## config.mk

```make
export PLATFORM = sky130hd
export DESIGN_NAME = gated_bit_fifo
export DESIGN_NICKNAME = d
export VERILOG_FILES = /design/src/rtl/gbf_pkg.sv /design/src/rtl/gbf_sync.sv /design/src/rtl/gbf_gate.sv /design/src/rtl/gbf_store.sv /design/src/rtl/gated_bit_fifo.sv
export SDC_FILE = /design/constraint.sdc
export NUM_CORES = 1
export LEC_CHECK = 0
export BUFFER_PORTS_ARGS = -buffer_cell sky130_fd_sc_hd__buf_2
export CORE_MARGIN = 2
export CORE_UTILIZATION = 55
export DETAILED_ROUTE_END_ITERATION = 16
export PLACE_DENSITY = 0.74
export SLEW_MARGIN = 20
export SYNTH_ARGS = -nofsm -noshare
export SYNTH_HDL_FRONTEND = slang
export SYNTH_SLANG_ARGS = --single-unit
```

## constraint.sdc

```tcl
create_clock -name clk -period 3 [get_ports clk]
set_clock_uncertainty 0.15 [all_clocks]
set_input_delay 0.45 -clock clk [delete_from_list [all_inputs] [get_ports clk]]
set_output_delay 0.45 -clock clk [all_outputs]
set_load 0.005 [all_outputs]
```

## src/rtl/gbf_pkg.sv

```systemverilog
package gbf_pkg;
  typedef enum logic [1:0] {
    ARM_VALID  = 2'b00,
    ARM_SYNC   = 2'b01,
    ARM_EITHER = 2'b10,
    ARM_BOTH   = 2'b11
  } arm_mode_e;
endpackage

```

## src/rtl/gbf_sync.sv

```systemverilog
module gbf_sync #(
  parameter int STAGES = 2,
  parameter bit IDLE   = 1'b1
) (
  input  logic clk,
  input  logic rst_n,
  input  logic d,
  output logic q,
  output logic fall
);
  logic [STAGES:0] sh_q, sh_d;

  always_comb sh_d = {sh_q[STAGES-1:0], d};

  always_ff @(posedge clk or negedge rst_n) begin
    if (!rst_n) sh_q <= {(STAGES+1){IDLE}};
    else        sh_q <= sh_d;
  end

  assign q    = sh_q[STAGES-1];
  assign fall = sh_q[STAGES] & ~sh_q[STAGES-1];

  // one detected edge per sclk fall
  a_r6_single_fall: assert property (@(posedge clk) disable iff (!rst_n)
    fall |=> !fall);
endmodule

```

## src/rtl/gbf_gate.sv

```systemverilog
module gbf_gate
  import gbf_pkg::*;
(
  input  logic       clk,
  input  logic       rst_n,
  input  logic       fill_en,
  input  logic [1:0] arm_sel,
  input  logic       vdi,
  input  logic       sync_hit,
  input  logic       din_vld,
  output logic       wr_ok
);
  logic armed_q, armed_d, qual;

  always_comb begin
    unique case (arm_mode_e'(arm_sel))
      ARM_VALID:  qual = vdi;
      ARM_SYNC:   qual = sync_hit;
      ARM_EITHER: qual = vdi | sync_hit;
      ARM_BOTH:   qual = vdi & sync_hit;
      default:    qual = 1'b0;
    endcase
    armed_d = fill_en & (armed_q | qual);
    wr_ok   = din_vld & armed_d;
  end

  always_ff @(posedge clk or negedge rst_n) begin
    if (!rst_n) armed_q <= 1'b0;
    else        armed_q <= armed_d;
  end

  // disabling fill disarms the gate
  a_r11_disarm: assert property (@(posedge clk) disable iff (!rst_n)
    !fill_en |=> !armed_q);
  // armed state persists while enabled
  a_r4_hold: assert property (@(posedge clk) disable iff (!rst_n)
    (armed_q && fill_en) |=> armed_q);
endmodule

```

## src/rtl/gbf_store.sv

```systemverilog
module gbf_store #(
  parameter int DEPTH = 64,
  localparam int PTR_W = $clog2(DEPTH),
  localparam int CNT_W = PTR_W + 1
) (
  input  logic             clk,
  input  logic             rst_n,
  input  logic             clr,
  input  logic             wr,
  input  logic             din,
  input  logic             pop,
  output logic [CNT_W-1:0] count,
  output logic             sdo,
  output logic             ovf_evt
);
  logic [DEPTH-1:0] mem_q;
  logic [PTR_W-1:0] wptr_q, wptr_d, rptr_q, rptr_d;
  logic [CNT_W-1:0] cnt_q, cnt_d;
  logic             sdo_q, sdo_d;
  logic             full, empty, do_pop, do_wr;

  always_comb begin
    full    = (cnt_q == CNT_W'(DEPTH));
    empty   = (cnt_q == '0);
    do_pop  = pop & ~empty & ~clr;
    do_wr   = wr & (~full | do_pop) & ~clr;
    ovf_evt = wr & full & ~do_pop & ~clr;
    sdo_d   = sdo_q;
    if (!clr && pop) sdo_d = empty ? 1'b0 : mem_q[rptr_q];
    if (clr) begin
      wptr_d = '0;
      rptr_d = '0;
      cnt_d  = '0;
    end else begin
      wptr_d = wptr_q + PTR_W'(do_wr);
      rptr_d = rptr_q + PTR_W'(do_pop);
      cnt_d  = cnt_q + CNT_W'(do_wr) - CNT_W'(do_pop);
    end
  end

  always_ff @(posedge clk) begin
    if (do_wr) mem_q[wptr_q] <= din;
  end

  always_ff @(posedge clk or negedge rst_n) begin
    if (!rst_n) begin
      wptr_q <= '0;
      rptr_q <= '0;
      cnt_q  <= '0;
      sdo_q  <= 1'b0;
    end else begin
      wptr_q <= wptr_d;
      rptr_q <= rptr_d;
      cnt_q  <= cnt_d;
      sdo_q  <= sdo_d;
    end
  end

  assign count = cnt_q;
  assign sdo   = sdo_q;

  a_r2_count_bound: assert property (@(posedge clk) disable iff (!rst_n)
    cnt_q <= CNT_W'(DEPTH));
  a_r11_cleared: assert property (@(posedge clk) disable iff (!rst_n)
    clr |=> cnt_q == '0);
  a_r8_empty_read: assert property (@(posedge clk) disable iff (!rst_n)
    (pop && empty && !wr && !clr) |=> (cnt_q == '0) && !sdo_q);
  a_r12_same_cycle: assert property (@(posedge clk) disable iff (!rst_n)
    (pop && wr && !empty && !clr) |=> $stable(cnt_q));
endmodule

```

## src/rtl/gated_bit_fifo.sv

```systemverilog
module gated_bit_fifo #(
  parameter int DEPTH       = 64,
  parameter int SYNC_STAGES = 2,
  localparam int PTR_W = $clog2(DEPTH),
  localparam int CNT_W = PTR_W + 1
) (
  input  logic             clk,
  input  logic             rst_n,
  input  logic             din,
  input  logic             din_vld,
  input  logic             vdi,
  input  logic             sync_hit,
  input  logic             fill_en,
  input  logic [1:0]       arm_sel,
  input  logic [PTR_W-1:0] level,
  input  logic             sclk,
  input  logic             fsel_n,
  input  logic             stat_rd,
  output logic             sdo,
  output logic             fill_flag,
  output logic             stat_thr,
  output logic             stat_ovf
);
  logic [1:0]       rst_sh_q;
  logic             rst_s_n;
  logic             sel_n_s, sel_fall_unused, sclk_s_unused, sclk_fall;
  logic             wr_ok, pop, ovf_evt;
  logic [CNT_W-1:0] count;
  logic             flag_d_q, thr_q, thr_d, ovf_q, ovf_d;

  always_ff @(posedge clk or negedge rst_n) begin
    if (!rst_n) rst_sh_q <= 2'b00;
    else        rst_sh_q <= {rst_sh_q[0], 1'b1};
  end
  assign rst_s_n = rst_sh_q[1];

  gbf_sync #(.STAGES(SYNC_STAGES), .IDLE(1'b1)) u_sclk_sync (
    .clk(clk), .rst_n(rst_s_n), .d(sclk), .q(sclk_s_unused), .fall(sclk_fall));
  gbf_sync #(.STAGES(SYNC_STAGES), .IDLE(1'b1)) u_sel_sync (
    .clk(clk), .rst_n(rst_s_n), .d(fsel_n), .q(sel_n_s), .fall(sel_fall_unused));

  gbf_gate u_gate (
    .clk(clk), .rst_n(rst_s_n), .fill_en(fill_en), .arm_sel(arm_sel),
    .vdi(vdi), .sync_hit(sync_hit), .din_vld(din_vld), .wr_ok(wr_ok));

  assign pop = sclk_fall & ~sel_n_s;

  gbf_store #(.DEPTH(DEPTH)) u_store (
    .clk(clk), .rst_n(rst_s_n), .clr(~fill_en), .wr(wr_ok), .din(din),
    .pop(pop), .count(count), .sdo(sdo), .ovf_evt(ovf_evt));

  assign fill_flag = (count != '0) && (count >= CNT_W'(level));

  always_comb begin
    thr_d = (fill_flag & ~flag_d_q) | (thr_q & ~stat_rd);
    ovf_d = ovf_evt | (ovf_q & ~stat_rd);
  end

  always_ff @(posedge clk or negedge rst_s_n) begin
    if (!rst_s_n) begin
      flag_d_q <= 1'b0;
      thr_q    <= 1'b0;
      ovf_q    <= 1'b0;
    end else begin
      flag_d_q <= fill_flag;
      thr_q    <= thr_d;
      ovf_q    <= ovf_d;
    end
  end

  assign stat_thr = thr_q;
  assign stat_ovf = ovf_q;

  a_r10_thr_on_rise: assert property (@(posedge clk) disable iff (!rst_s_n)
    $rose(fill_flag) |=> stat_thr);
  a_r9_ovf_sticky: assert property (@(posedge clk) disable iff (!rst_s_n)
    (stat_ovf && !stat_rd) |=> stat_ovf);
  a_r7_no_pop_unselected: assert property (@(posedge clk) disable iff (!rst_s_n)
    (sel_n_s && !wr_ok && fill_en) |=> $stable(count) && $stable(sdo));
endmodule

```

# Word-level counts from Yosys, hierarchy flattened
# Index checks and enable logic that the tools add are counted.
# word_totals
output_inout_bits	4
regBits	95
word_cells	67
inputBits	18
# op_classes
n_lt_le_gt_ge	4
eq_ne	4
reduce_logical	6
n_mux	10
add_sub_neg	4
n_bitwise	27
# op_table
operator	n
$bwmux W64	1
$and A1 B1 Y1	15
$lt A6 B7 Y1 const B	2
$add A6 B1 Y6	2
$mux W6	2
$add A7 B1 Y7	1
$eq A7 B7 Y1 const B	1
$ge A7 B6 Y1	1
$logic_not A7 Y1	1
$mux W7	1
$not A1 Y1	7
$reduce_bool A7 Y1	1
$sub A7 B1 Y7	1
$bmux W1 S6	1
$demux W1 S6	1
$ge A6 B1 Y1 const B	1
$or A1 B1 Y1	5
$eq A2 B2 Y1 const B	2
$pmux W1 S4	1
$logic_and A1 B1 Y1	3
$mux W1	3
$eq A2 B1 Y1 const B	1
$logic_not A2 Y1	1

# Depth between registers and ports, before layout
# logic_depth
ltp_word	11
ltp_mapped	16
depth_no_buf	16

# Cells and area by module
# A second synthesis with hierarchy kept.
# unflattened
cells_unflattened	364
hier_area_um2	4576.9
# by_module_without_submodules
module	instances	seq_area_each_um2	cells_per_inst	area_per_inst_um2
gbf_store	1	2422.3	314	3985.1
gated_bit_fifo	1	125.1	34	334.1
gbf_sync	2	78.8	4	92.6
gbf_gate	1	25.0	8	72.6

# Least setup slack after synthesis
# Ideal clock, no wire load.
# synth_path
path_type	register -> register
from	register u_store.cnt_q[5] (netlist: u_store.count[5])
to	register u_store.cnt_q[6] (netlist: u_store.count[6])
arrival_ns	2.866
synth_period_minus_slack_ns	3.136
path_buffers	1
setup_ns	0.120
t_required_ns	2.730
slack_ns	-0.136
stages_incl_launch_ff	16
cell_sequence	dfrtp_1 > inv_1 > ha_1 > nand2_1 > nor3_1 > nand3_1 > o2111a_1 > clkbuf_1 > ha_1 > fa_1 > a21oi_1 > o21bai_1 > a21oi_1 > nor2_1 > or3_1 > and3_1
# synth_via
elab_chain_len	10
word_cells_on_any_way	12
cone_classes	add/sub (2); eq/ne (1); mux (1); bitwise (7); reduce/logical (1)
# synth_rtl
element	line	source
from (decl)	gbf_store.sv:18	logic [CNT_W-1:0] cnt_q, cnt_d;
from (signal assigned)	gbf_store.sv:54	cnt_q <= cnt_d;
$logic_not A7 Y1	gbf_store.sv:24	empty = (cnt_q == '0);
$not A1 Y1	gbf_store.sv:25	do_pop = pop & ~empty & ~clr;
$and A1 B1 Y1 (2 in a row)	gbf_store.sv:25	
$or A1 B1 Y1	gbf_store.sv:26	do_wr = wr & (~full | do_pop) & ~clr;
$and A1 B1 Y1 (2 in a row)	gbf_store.sv:26	
$add A7 B1 Y7	gbf_store.sv:37	cnt_d = cnt_q + CNT_W'(do_wr) - CNT_W'(do_pop);
$sub A7 B1 Y7 (*)	gbf_store.sv:37	
$mux W7 (*)	gbf_store.sv:30	if (clr) begin
net u_store.cnt_d[6]	gbf_store.sv:18	
# The timed path passes the listed nets; every way through them passes the cells marked *.
# A chain may end at the register's enable or synchronous reset.

# Worst setup path after layout
# layout_path
from	register u_store.cnt_q[2] (netlist: u_store.count[2])
to	register u_store.cnt_q[6] (netlist: u_store.count[6])
# The elaborated chain is that of the path after synthesis.

==> impl_results.md <==
* Syn Nets at 378
* Antenna Nets Post-Route at 0
* Status: finished, violations left
* Critical Path End: u_store.count[6]
* P per Cell Area at 586 nW/um^2
* Main synth FF type: edfxtp_1
* Final cell count without fillers at 491
* Worst r2r dst: u_store.count[6]
* Post-synth top area share at 42.2%
* Fin. max-slew vios at 0
* CTS tree: done
* Async set-reset flop share out of synthesis at 32.6%
* Yosys warnings at 0
* Min Tclk post-route at 3.04 ns
* Post-route setup slack at -0.0437 ns
* Worst min-delay path category: in2reg
* Synth area leaders: edfxtp_1 42%, dfrtp_1 14%, mux4_1 8.7%, nor2_1 5.8%, ha_1 5.2%
* DRT iter0 DRCs at 171
* Post-DP HPWL at 5.88 mm
* All-Layer GR Usage at 21.0%
* Die ar. at 9030 sq um
* Number of antenna violations at the first check in global routing at 0
* Cell area after layout at 5150 sq um
* Reg2Reg Setup Slack at -0.04 ns
* Leakage at 0.00195 uW
* Routed WL per cell at 18.0 microns
* Yosys reg bits at 95
* I/O pins at 22
* Grt ovf at 0
* Fmax at 0.329 GHz
* Slew @ Worst Pin at 0.935 ns
* Routability cong. at 0.754
* MaxCap Viol Count at 0
* Pin count of the biggest net entering global routing at 65
* First-pass GRT wire length at 13.7 mm
* Yosys cell types at 48
* VDD IR-drop max at 0.236 mV
* Normalized max-slew margin at 37.7%
* # rows at 33
* H-tree depth at 3
* Fin. Hold Viols at 0
* Drc violations at 0
* Post-synth top area cell: edfxtp_1
* CP max FO at 2
* TritonRoute pass-1 iters at 4
* P&R area growth vs syn at 13.0%
* N_diodes at 0
* Most Used Layer, Global Route: met2
* Fin Setup TNS at -0.0437 ns
* Clock sink count at 95
* Via count at 2742
* Clock tree buffer depth at 2
* Critical Path Start: u_store.count[2]
* Most common cell after layout, fill and taps aside: nor2_1
* Mean post-synth cell area at 13.4 sq um
* Setup Viol. Count Final at 1
* Worst setup SP type: flop
* CTS buffer count at 9
* Crit share post-route at 101%
* Critical path required time at 3.11 ns
* Die Width at 95.0 microns
* Post-DP Area at 4840 sq um
* Met3 Track Usage GR at 5.53%
* Pre-CTS setup slack at -0.159 ns
* Crit path DAT at 3.15 ns
* Post-Syn Instances at 340
* CTS clk-pin slew, worst paths at 0.10 ns
* Initial Util at 56.0%
* CTS root buffer: clkbuf_8
* Cells on worst reg2reg path at 15
* Reg2reg start: u_store.count[2]
* Total Routed Length at 8.83 mm
* Synthesized area at 4560 sq um
* Layout cells sized above 1 at 24.1%
* RSZ-0062 raised after global routing: true
* M1 GR Usage at 26.0%
* Vias in the first global route at 2701
* Layout Nets at 419
* Number of synthesized flops with an enable pin at 64
* CP Class: reg2reg
* PortBufs at 21
* Failing checks: negative setup slack
* Core ar. at 8130 sq um
* Most frequent cells in the layout: 70 x nor2_1, 64 x edfxtp_1, 25 x dfrtp_1
* Met2 Track Usage GR at 36.1%
* Die Span Y at 95.0 microns
* Seq/Total Area, Yosys at 59.4%
* Final Util at 63.3%
* CP Capture Type: flop
* Clock Latency Late Sink at 0.37 ns
* Vias per Instance at 5.58
* DP Cell Count at 468
critical path, cell delays in order, from the launching register on:
cell	delay (ns)
dfrtp_1	0.40
inv_2	0.09
ha_4	0.15
nand2_4	0.05
nor3_4	0.11
buf_4	0.13
nand3_1	0.10
o2111a_1	0.22
ha_4	0.19
fa_2	0.35
a21oi_2	0.14
o21bai_1	0.10
a21oi_1	0.16
nor2_1	0.07
or3_1	0.38
and3_1	0.17
sequential cells by signal, indices dropped and copies added, names as in the netlist:
signal,count
rst_sh_q,2
u_sclk_sync.sh_q,3
u_store.wptr_q,6
u_store.sdo,1
stat_ovf,1
u_store.mem_q,64
u_store.rptr_q,6
u_gate.armed_q,1
stat_thr,1
flag_d_q,1
u_sel_sync.sh_q,2
u_store.count,7
per-stage QoR:
stage	power [uW]	hold slack (ns)
after floorplan	1910	0.00441
after global placement	2110	0.0851
after detailed placement	2130	0.0874
after CTS	2960	0.0123
after global routing	3170	0.00671
final	3020	0.0209
cell type report:
| cell class | count | area, sq um |
|---|---|---|
| Tap cell | 105 | 131 |
| Fill cell | 608 | 2990 |
| Clock inverter | 6 | 52.6 |
| Sequential cell | 95 | 2710 |
| Multi-Input combinational cell | 212 | 1760 |
| Clock buffer | 10 | 128 |
| Timing Repair Buffer | 46 | 308 |
| Inverter | 17 | 63.8 |
how the worst min path moves through the flow:
stage | from | to | slack (ns) | cells after the start
floorplan | rst_n | rst_sh_q[0] | 0.004 | 0
CTS | fsel_n | u_sel_sync.sh_q[0] | 0.01 | 1
global placement | rst_n | rst_sh_q[0] | 0.09 | 1
finish | fsel_n | u_sel_sync.sh_q[0] | 0.02 | 1
detailed placement | rst_n | rst_sh_q[1] | 0.09 | 1
global route | fsel_n | u_sel_sync.sh_q[0] | 0.007 | 1
timing repair:
action / in CTS / in global routing
endpoints found under the hold margin: 2 / 0
gates resized for setup: 11 / 10
buffers inserted: 2 / 4
hold buffers: 1 / 0
setup endpoints to repair: 1 / 2
pin swaps: 4 / 13
cells by family (layout without fill, tap and decap cells):
family / Yosys count / count (layout) / synth area share (%)
AO/OA/AOI/OAI: 31 / 31 / 4.86
XOR/XNOR: 12 / 12 / 2.31
adder cells (fa/ha/maj): 20 / 20 / 5.66
buffers and inverters: 33 / 79 / 3.74
flip-flops: 95 / 95 / 59.4
multiplexers: 23 / 23 / 10.8
other: 1 / 1 / 0.0823
AND/OR/NAND/NOR: 125 / 125 / 13.2
synthesized netlist by cell type, types with 2 or more instances:
cell and instances:
nand2b_1 2, a22o_1 3, o21a_1 3, mux2i_1 3, mux2_2 4, or2_2 2, mux4_1 15, a21oi_1 6
or3b_2 2, xnor2_1 6, o21ai_0 4, a21o_1 4, dfstp_2 5, clkbuf_1 7, ha_1 19, nor2_1 70
and2_1 16, o21bai_1 2, or3_1 3, buf_6 4, nand2_1 6, inv_1 17, buf_1 4, xor2_1 6
nor2b_1 4, dfrtp_1 26, nand3b_1 5, a221oi_1 2, edfxtp_1 64, nand3_1 8
layer usage:
layer / part of all wire [%] / wire (microns) / vias up
li1: - / - / 1300
met1: 41 / 3600 / 1367
met2: 52 / 4630 / 60
met3: 5.2 / 458 / 15
met4: 1.6 / 140 / 0
met5: 0 / 0 / -
power breakdown:
group | internal, uW | leakage, uW | switching (uW)
clock network | 315 | 0.0000854 | 472
logic | 396 | 0.000889 | 323
registers | 1460 | 0.000973 | 46.2
No activity file was read; power rests on OpenSTA's default activity.
